**src/rtl/npc_pkg.sv**
```systemverilog
`timescale 1ns/1ps
package npc_pkg;

    localparam int XLEN   = 32;
    localparam int OPW    = 6;
    localparam int SUBW   = 5;
    localparam int FUNCW  = 6;
    localparam int IMMW   = 16;
    localparam int TGTW   = 26;
    localparam int REGION = XLEN - TGTW - 2;

    typedef logic [XLEN-1:0] word_t;
    typedef logic [OPW-1:0]  op_t;

    localparam op_t OP_SPECIAL = 6'h00;
    localparam op_t OP_ZCMP    = 6'h01;
    localparam op_t OP_JREGION = 6'h02;
    localparam op_t OP_JLINK   = 6'h03;
    localparam op_t OP_BREQ    = 6'h04;
    localparam op_t OP_BRNE    = 6'h05;
    localparam op_t OP_BRLEZ   = 6'h06;
    localparam op_t OP_BRGTZ   = 6'h07;

    localparam logic [FUNCW-1:0] FN_JREG  = 6'h08;
    localparam logic [SUBW-1:0]  SUB_LTZ  = 5'd0;
    localparam logic [SUBW-1:0]  SUB_GEZ  = 5'd1;

    localparam word_t STEP_WORD = word_t'(4);
    localparam word_t STEP_LINK = word_t'(8);

    typedef enum logic [3:0] {
        FL_SEQ, FL_JUMP, FL_JLINK, FL_JREG,
        FL_BEQ, FL_BNE, FL_BLTZ, FL_BGEZ, FL_BLEZ, FL_BGTZ
    } flow_e;

    typedef struct packed {
        logic neg;
        logic zero;
        logic eq;
    } cmp_t;

    typedef struct packed {
        word_t next_pc;
        logic  link_we;
        word_t link_val;
    } npc_res_t;

    function automatic word_t branch_disp(input logic [IMMW-1:0] off);
        return {{(XLEN-IMMW-2){off[IMMW-1]}}, off, 2'b00};
    endfunction

    function automatic word_t region_target(input word_t seq_pc,
                                            input logic [TGTW-1:0] tgt);
        return {seq_pc[XLEN-1 -: REGION], tgt, 2'b00};
    endfunction

endpackage

```
**src/rtl/npc_decode.sv**
```systemverilog
`timescale 1ns/1ps
module npc_decode
    import npc_pkg::*;
(
    input  op_t                 op_i,
    input  logic [SUBW-1:0]     sub_i,
    input  logic [FUNCW-1:0]    funct_i,
    output flow_e               kind_o
);
    always_comb begin
        kind_o = FL_SEQ;
        unique case (op_i)
            OP_SPECIAL: kind_o = (funct_i == FN_JREG) ? FL_JREG : FL_SEQ;
            OP_ZCMP: begin
                if (sub_i == SUB_LTZ)      kind_o = FL_BLTZ;
                else if (sub_i == SUB_GEZ) kind_o = FL_BGEZ;
                else                       kind_o = FL_SEQ;
            end
            OP_JREGION: kind_o = FL_JUMP;
            OP_JLINK:   kind_o = FL_JLINK;
            OP_BREQ:    kind_o = FL_BEQ;
            OP_BRNE:    kind_o = FL_BNE;
            OP_BRLEZ:   kind_o = (sub_i == '0) ? FL_BLEZ : FL_SEQ;
            OP_BRGTZ:   kind_o = (sub_i == '0) ? FL_BGTZ : FL_SEQ;
            default:    kind_o = FL_SEQ;
        endcase
    end
endmodule

```
**src/rtl/npc_cond.sv**
```systemverilog
`timescale 1ns/1ps
module npc_cond
    import npc_pkg::*;
(
    input  flow_e   kind_i,
    input  word_t   rs_val_i,
    input  word_t   rd_val_i,
    output logic    taken_o
);
    cmp_t c;

    // sign bit and zero detect only; no subtractor
    always_comb begin
        c.neg  = rs_val_i[XLEN-1];
        c.zero = ~|rs_val_i;
        c.eq   = (rs_val_i == rd_val_i);
    end

    always_comb begin
        unique case (kind_i)
            FL_BEQ:  taken_o = c.eq;
            FL_BNE:  taken_o = ~c.eq;
            FL_BLTZ: taken_o = c.neg;
            FL_BGEZ: taken_o = ~c.neg;
            FL_BLEZ: taken_o = c.neg | c.zero;
            FL_BGTZ: taken_o = ~c.neg & ~c.zero;
            default: taken_o = 1'b0;
        endcase
    end
endmodule

```
**src/rtl/npc_target.sv**
```systemverilog
`timescale 1ns/1ps
module npc_target
    import npc_pkg::*;
(
    input  word_t            pc_i,
    input  word_t            rs_val_i,
    input  logic [TGTW-1:0]  tgt_i,
    input  flow_e            kind_i,
    input  logic             taken_i,
    output npc_res_t         res_o
);
    word_t seq_pc;
    word_t br_pc;
    word_t jmp_pc;

    always_comb begin
        seq_pc = pc_i + STEP_WORD;
        br_pc  = seq_pc + branch_disp(tgt_i[IMMW-1:0]);
        jmp_pc = region_target(seq_pc, tgt_i);
    end

    always_comb begin
        res_o.link_we  = 1'b0;
        res_o.link_val = pc_i + STEP_LINK;
        unique case (kind_i)
            FL_JUMP:  res_o.next_pc = jmp_pc;
            FL_JLINK: begin
                res_o.next_pc = jmp_pc;
                res_o.link_we = 1'b1;
            end
            FL_JREG:  res_o.next_pc = rs_val_i;
            FL_BEQ, FL_BNE, FL_BLTZ, FL_BGEZ, FL_BLEZ, FL_BGTZ:
                      res_o.next_pc = taken_i ? br_pc : seq_pc;
            default:  res_o.next_pc = seq_pc;
        endcase
    end
endmodule

```
**src/rtl/npc_unit.sv**
```systemverilog
`timescale 1ns/1ps
module npc_unit
    import npc_pkg::*;
#(
    parameter bit REG_PC = 1'b1
)(
    input  logic              clk,
    input  logic              rst,
    input  logic [XLEN-1:0]   pc_i,
    input  logic [XLEN-1:0]   instr_i,
    input  logic [XLEN-1:0]   rs_val_i,
    input  logic [XLEN-1:0]   rd_val_i,
    output logic [XLEN-1:0]   next_pc_o,
    output logic              link_we_o,
    output logic [XLEN-1:0]   link_val_o,
    output logic [XLEN-1:0]   pc_q_o
);
    flow_e    kind;
    logic     taken;
    npc_res_t res;

    npc_decode u_dec (
        .op_i    (instr_i[XLEN-1 -: OPW]),
        .sub_i   (instr_i[IMMW +: SUBW]),
        .funct_i (instr_i[FUNCW-1:0]),
        .kind_o  (kind)
    );

    npc_cond u_cond (
        .kind_i   (kind),
        .rs_val_i (rs_val_i),
        .rd_val_i (rd_val_i),
        .taken_o  (taken)
    );

    npc_target u_tgt (
        .pc_i     (pc_i),
        .rs_val_i (rs_val_i),
        .tgt_i    (instr_i[TGTW-1:0]),
        .kind_i   (kind),
        .taken_i  (taken),
        .res_o    (res)
    );

    assign next_pc_o  = res.next_pc;
    assign link_we_o  = res.link_we;
    assign link_val_o = res.link_val;

    generate
        if (REG_PC) begin : g_pc_reg
            word_t pc_q;
            always_ff @(posedge clk) begin
                if (rst) pc_q <= '0;
                else     pc_q <= res.next_pc;
            end
            assign pc_q_o = pc_q;
        end else begin : g_pc_pass
            assign pc_q_o = res.next_pc;
        end
    endgenerate
endmodule

```
**config.mk**
```make
export PLATFORM = sky130hd
export DESIGN_NAME = npc_unit
export DESIGN_NICKNAME = d
export VERILOG_FILES = /design/src/rtl/npc_pkg.sv /design/src/rtl/npc_decode.sv /design/src/rtl/npc_cond.sv /design/src/rtl/npc_target.sv /design/src/rtl/npc_unit.sv
export SDC_FILE = /design/constraint.sdc
export NUM_CORES = 1
export LEC_CHECK = 0
export BUFFER_PORTS_ARGS = -buffer_cell sky130_fd_sc_hd__buf_2
export CORE_ASPECT_RATIO = 0.75
export CORE_UTILIZATION = 25
export CTS_BUF_LIST = sky130_fd_sc_hd__clkbuf_16
export DETAILED_ROUTE_END_ITERATION = 16
export GPL_ROUTABILITY_DRIVEN = 0
export PLACE_DENSITY_LB_ADDON = 0.1
export SYNTH_ARGS = -nofsm -noshare
export SYNTH_HDL_FRONTEND = slang
export SYNTH_HIERARCHICAL = 1
export SYNTH_SLANG_ARGS = --single-unit
```
**constraint.sdc**
```tcl
create_clock -name clk -period 8.5 [get_ports clk]
set_input_delay 1.7 -clock clk [delete_from_list [all_inputs] [get_ports clk]]
set_output_delay 1.7 -clock clk [all_outputs]
set_load 0.1 [all_outputs]
```
# --- After elaboration in Yosys (flattened, before gate mapping) ---
# Cells that the tools add are included.
word_totals:
  register_bits: 32
  mem_bits_ro: 0
  mem_bits_rw: 0
  memories: 0
  latchBits: 0
  input_bits: 130
classes:
  shift: 0
  n_mul: 0
  magnitude_cmp: 0
  div_mod_pow: 0
  n_bitwise: 4
  n_mux: 10
  n_reduce_logical: 6
  n_addsub: 3
  n_eq_ne: 19
op_table:
  columns: ["op", "n"]
  rows:
  - ["$pmux W32 S3", 1]
  - ["$add A32 B3 Y32 const B", 1]
  - ["$add A32 B32 Y32", 1]
  - ["$add A32 B4 Y32 const B", 1]
  - ["$eq A32 B32 Y1", 1]
  - ["$mux W32", 1]
  - ["$pmux W4 S8", 1]
  - ["$reduce_or A32 Y1", 1]
  - ["$eq A6 B3 Y1 const B", 4]
  - ["$eq A4 B3 Y1 const B", 4]
  - ["$eq A6 B2 Y1 const B", 2]
  - ["$mux W4", 3]
  - ["$eq A4 B2 Y1 const B", 2]
  - ["$eq A4 B4 Y1 const B", 2]
  - ["$eq A6 B1 Y1 const B", 1]
  - ["$eq A6 B4 Y1 const B", 1]
  - ["$logic_not A6 Y1", 1]
  - ["$pmux W1 S6", 1]
  - ["$reduce_or A6 Y1", 1]
  - ["$eq A5 B1 Y1 const B", 1]
  - ["$logic_not A5 Y1", 1]
  - ["$eq A4 B1 Y1 const B", 1]
  - ["$mux W3", 1]
  - ["$mux W2", 1]
  - ["6 further kinds", 7]

# --- Logic depth before layout (Yosys ltp) ---
depth:
  ltp_word: 8
  mapped_depth: 19

# --- By module ---
# The synthesis kept the hierarchy.
modules_own_cells:
  columns: ["mod", "cells_each", "area_per_inst_um2", "instances"]
  rows:
  - ["npc_target", 492, 3449.6, 1]
  - ["npc_unit", 67, 863.3, 1]
  - ["npc_cond", 66, 500.5, 1]
  - ["npc_decode", 18, 142.6, 1]

# --- Worst setup path before layout ---
# OpenSTA, ideal clock, no wires.
synth_path:
  path_kind: "input port to output port"
  start: "input pc_i[3]"
  end: "output next_pc_o[26]"
  path_stages: 17
  setup_slack_ns: 0.133
  n_path_buf: 1
  arrival_time_ns: 6.667
  cell_sequence: "ha_1 and3_1 nand3_1 nor2_2 and3_1 buf_4 nand2_1 xnor2_1 ha_1 a21o_1 a21o_1 a21oi_1 o211ai_1 a31oi_2 o21ai_1 mux2i_1 a211oi_1"
synth_between:
  elab_chain_len: 4
synth_lines:
  columns: ["element", "line_no", "rtl"]
  rows:
  - ["from (decl)", "npc_unit.sv:9", "input logic [XLEN-1:0] pc_i,"]
  - ["$add A32 B3 Y32 (*)", "npc_target.sv:17", "seq_pc = pc_i + STEP_WORD;"]
  - ["$add A32 B32 Y32", "npc_target.sv:18", "br_pc = seq_pc + branch_disp(tgt_i[IMMW-1:0]);"]
  - ["$mux W32", "npc_target.sv:33", "res_o.next_pc = taken_i ? br_pc : seq_pc;"]
  - ["$pmux W32 S3 (*)", "npc_target.sv:25", "unique case (kind_i)"]
  - ["to (decl)", "npc_unit.sv:13", "output logic [XLEN-1:0] next_pc_o,"]
# Every way passes the cells marked *; elsewhere a longest branch is shown, timed or not.

# --- Final worst setup path ---
layout_path:
  start: "input pc_i[4]"
  end: "output next_pc_o[29]"
# Same word-level chain as after synthesis.

==> results.py <==
metrics = {
    "global_route": {
        "number_of_antenna_violations_at_the_first_check_in_global_routing": 0,
        "groute.layer.met1.usage_pct": 32.2,
        "overflow": 0,
        "globalRouteMet2Util_pct": 30.4,
        "wire_length_of_the_first_global_routing_pass_um": 32200,
        "grt_pass1_vias": 5345,
        "largest_net_degree_at_the_start_of_global_routing": 33,
        "grt_use_met3_pct": 3.93,
        "gr-max-usage-layer": "met1",
        "grt.total_usage_pct": 21.4,
    },
    "final_layout": {
        "post-route-util_pct": 33.2,
        "final_layout_size_suffix_gt1_share_pct": 30.9,
        "antenna_cells": 0,
        "flip_flop_count_of_the_largest_register_after_layout": 32,
        "nNetsFinal": 1019,
        "synthToLayoutAreaGrowth_pct": 30.0,
        "layout.filler_cells": 2200,
    },
    "drt": {
        "drt.antenna.violating_nets": 0,
        "routed-via-count": 5764,
        "routed_length_per_instance_um": 20.0,
        "drt_iter0_markers": 390,
        "route.final.wire_length_um": 22200,
        "drt_drc_violations_left": 0,
        "drt_first_pass_iters": 8,
        "via_count_normalized_by_instance_count": 5.20,
    },
    "floorplanning": {
        "fp-row-count": 44,
        "dieArea_um2": 20400,
        "number_of_primary_i_o_pins": 227,
        "die_h_um": 124,
        "chipWidth_um": 165,
        "floorplan.core_area_um2": 19400,
        "initial_core_util_pct": 25.6,
    },
    "timing": {
        "fin_hold_ws_ns": 1.79,
        "period_minus_slack_ns": 7.62,
        "final-setup-viol-count": 0,
        "rsz0062_at_grt": "false",
        "report.final.slew_viol_count": 0,
        "finalHoldViolations": 0,
        "setup_slack_ns": 0.883,
        "clock.fmax_ghz": 0.131,
        "worstMarginPinSlew_ns": 1.05,
        "post_route_setup_tns_ns": 0,
        "slew_headroom_pct": 30.0,
        "period_share_pct": 89.6,
    },
    "synth": {
        "synthesis.area_um2": 4960,
        "synth_async_sr_flop_share_pct": 0,
        "yosys-top-cells-count": "sky130_fd_sc_hd__xnor2_1 (76), sky130_fd_sc_hd__nand2_1 (44), sky130_fd_sc_hd__nor2_1 (40)",
        "synthCells": 643,
        "post_synth_num_cell_types": 79,
        "ys_ff_latch": 32,
        "synth_enable_flop_cells": 0,
        "mappedNetlistNets": 808,
        "synth_sequential_area_ratio_pct": 12.9,
        "synth_top_flop_cell": "sky130_fd_sc_hd__dfxtp_1",
        "synthMostInstantiatedCell": "sky130_fd_sc_hd__xnor2_1",
        "post_synth.cell_area_avg_um2": 7.71,
        "synth.area.top_cells": "sky130_fd_sc_hd__xnor2_1 (13%), sky130_fd_sc_hd__dfxtp_1 (13%), sky130_fd_sc_hd__ha_1 (8.6%), sky130_fd_sc_hd__xor2_1 (5.3%), sky130_fd_sc_hd__nor2b_1 (4.5%)",
        "yosys.area.top_type": "sky130_fd_sc_hd__xnor2_1",
        "share_of_the_synthesized_area_in_the_top_cell_type_pct": 13.4,
        "ys.warnings.count": 6,
    },
    "power_and_ir_drop": {
        "power_frac_comb_pct": 59.6,
        "pwr_density_cell_nw_per_um2": 143,
        "power.ir.vdd_worst_uv": 90.0,
        "power_frac_clock_pct": 22.8,
        "power.sequential.fraction_pct": 17.6,
        "intPower_mw": 0.435,
        "power.switching_fraction_pct": 52.9,
        "power_leakage_nw": 2.87,
        "fin_total_pwr_mw": 0.923,
        "netSwitchingPower_mw": 0.488,
    },
    "worst_setup_path": {
        "endpoint_kind": "output pin",
        "start_kind": "input port",
        "crit_slowest_cell": "sky130_fd_sc_hd__nor4_4",
        "critical_path.cell_chain": "buf_2 -> ha_1 -> and3_4 -> nand4_4 -> nor4_4 -> nand3_1 -> or2_1 -> xnor2_1 -> ha_1 -> nand3_1 -> nor2_1 -> o21a_1 -> o21a_1 -> a311o_1 -> a2111oi_0 -> or3b_1 -> buf_2",
        "worst_path_largest_cell_delay_ns": 0.46,
        "critPathRequiredTime_ns": 6.80,
        "worst_ep_arrival_time_ns": 5.92,
        "critPathTopFamily": "simple AND/OR/NAND/NOR gates",
        "critical_path_buf_inv_count": 2,
        "cp_max_fo": 8,
        "crit_type": "in -> out",
    },
    "clock_tree": {
        "clock_tree_root_driver_cell": "sky130_fd_sc_hd__clkbuf_16",
        "cts-buffers-inserted": 5,
        "clock_tree.buffer_depth": 2,
        "htree_levels": 2,
        "postCtsSetupBuffers": 0,
        "cts.sink_count": 32,
        "ctsResizeCount": 0,
        "clk_pin_slew_ns": 0.05,
        "hold_buffers": 0,
        "cts_tree": "done",
    },
    "placed_design": {
        "pre_cts_ws_ns": 0.896,
        "buffer_ports.inserted": 226,
        "detailedPlacementHpwl_um": 18400,
    },
    "hold_path": {
        "holdCritPathClass": "in -> reg",
    },
    "flow_run": {
        "max-cap-violations": 0,
    },
    "outcome": {
        "status": "finished, final reports clean",
    },
}
[metrics by stage]
step | std cells | cell area (um2)
final | 1108 | 6440
after global routing | 1108 | 6440
after CTS | 1108 | 6440
after detailed placement | 1100 | 6280
after global placement | 1100 | 6280
after floorplan | 643 | 4960
[area by class of cell]
type	count	area (um2)	area share, %
Timing Repair Buffer	235	1200	18.6
Inverter	14	52.6	0.816
Clock inverter	3	37.5	0.583
Sequential cell	32	641	9.95
Tap cell	253	317	4.91
Multi-Input combinational cell	566	4070	63.2
Clock buffer	5	125	1.94
[placed cells by master (no fill, tap or decap), types with 6 or more instances in the layout]
cell type	n
sky130_fd_sc_hd__a222oi_1	18
sky130_fd_sc_hd__buf_4	9
sky130_fd_sc_hd__and3_1	11
sky130_fd_sc_hd__nand4_1	19
sky130_fd_sc_hd__o21ai_0	32
sky130_fd_sc_hd__ha_1	34
sky130_fd_sc_hd__inv_1	14
sky130_fd_sc_hd__a221o_1	6
sky130_fd_sc_hd__nor2b_1	36
sky130_fd_sc_hd__nor3b_1	6
sky130_fd_sc_hd__nor4_1	14
sky130_fd_sc_hd__a21oi_1	37
sky130_fd_sc_hd__buf_2	226
sky130_fd_sc_hd__dfxtp_1	32
sky130_fd_sc_hd__nor2_1	40
sky130_fd_sc_hd__nand3_1	24
sky130_fd_sc_hd__o21a_1	8
sky130_fd_sc_hd__xnor2_1	76
sky130_fd_sc_hd__xor2_1	30
sky130_fd_sc_hd__o21ai_1	8
sky130_fd_sc_hd__nor3_1	9
sky130_fd_sc_hd__nand2_1	44
sky130_fd_sc_hd__and2_1	7
sky130_fd_sc_hd__a21o_1	13
[tightest hold or removal path: stages]
cell	delay (ns)
sky130_fd_sc_hd__buf_2	0.09
sky130_fd_sc_hd__a22o_1	0.13
sky130_fd_sc_hd__nor2b_1	0.11
[metal layers]
layer | up-vias | routed length [um]
met5 | - | 0
met4 | 0 | 367
met1 | 2655 | 11100
met2 | 273 | 8720
met3 | 21 | 1950
li1 | 2815 | -
[power groups by stage]
stage	clock network [mW]	registers (mW)	logic, mW
after floorplan	0	0.242	0.338
after global placement	0	0.166	0.551
after detailed placement	0	0.166	0.547
after CTS	0.218	0.162	0.549
after global routing	0.223	0.163	0.581
final	0.210	0.162	0.550
[final timing paths]
| kind | start | end | depth (start not counted) |
|---|---|---|---|
| worst max-delay path | pc_i[4] | next_pc_o[29] | 17 |
| worst min-delay path | pc_i[1] | pc_q_o[1]$_SDFF_PP0_ | 3 |
[kinds of logic after synthesis]
kind of cell | after synthesis | synth area share [%]
xor gates and xnor gates | 107 | 19.1
DFF | 32 | 12.9
muxes | 8 | 1.69
and+or+nand+nor | 245 | 28.5
adders and majority gates | 35 | 8.99
buffers and inverters | 45 | 5.05
AOI/OAI and AO/OA | 171 | 23.8
Note: power is estimated with default switching activity, not from simulation.
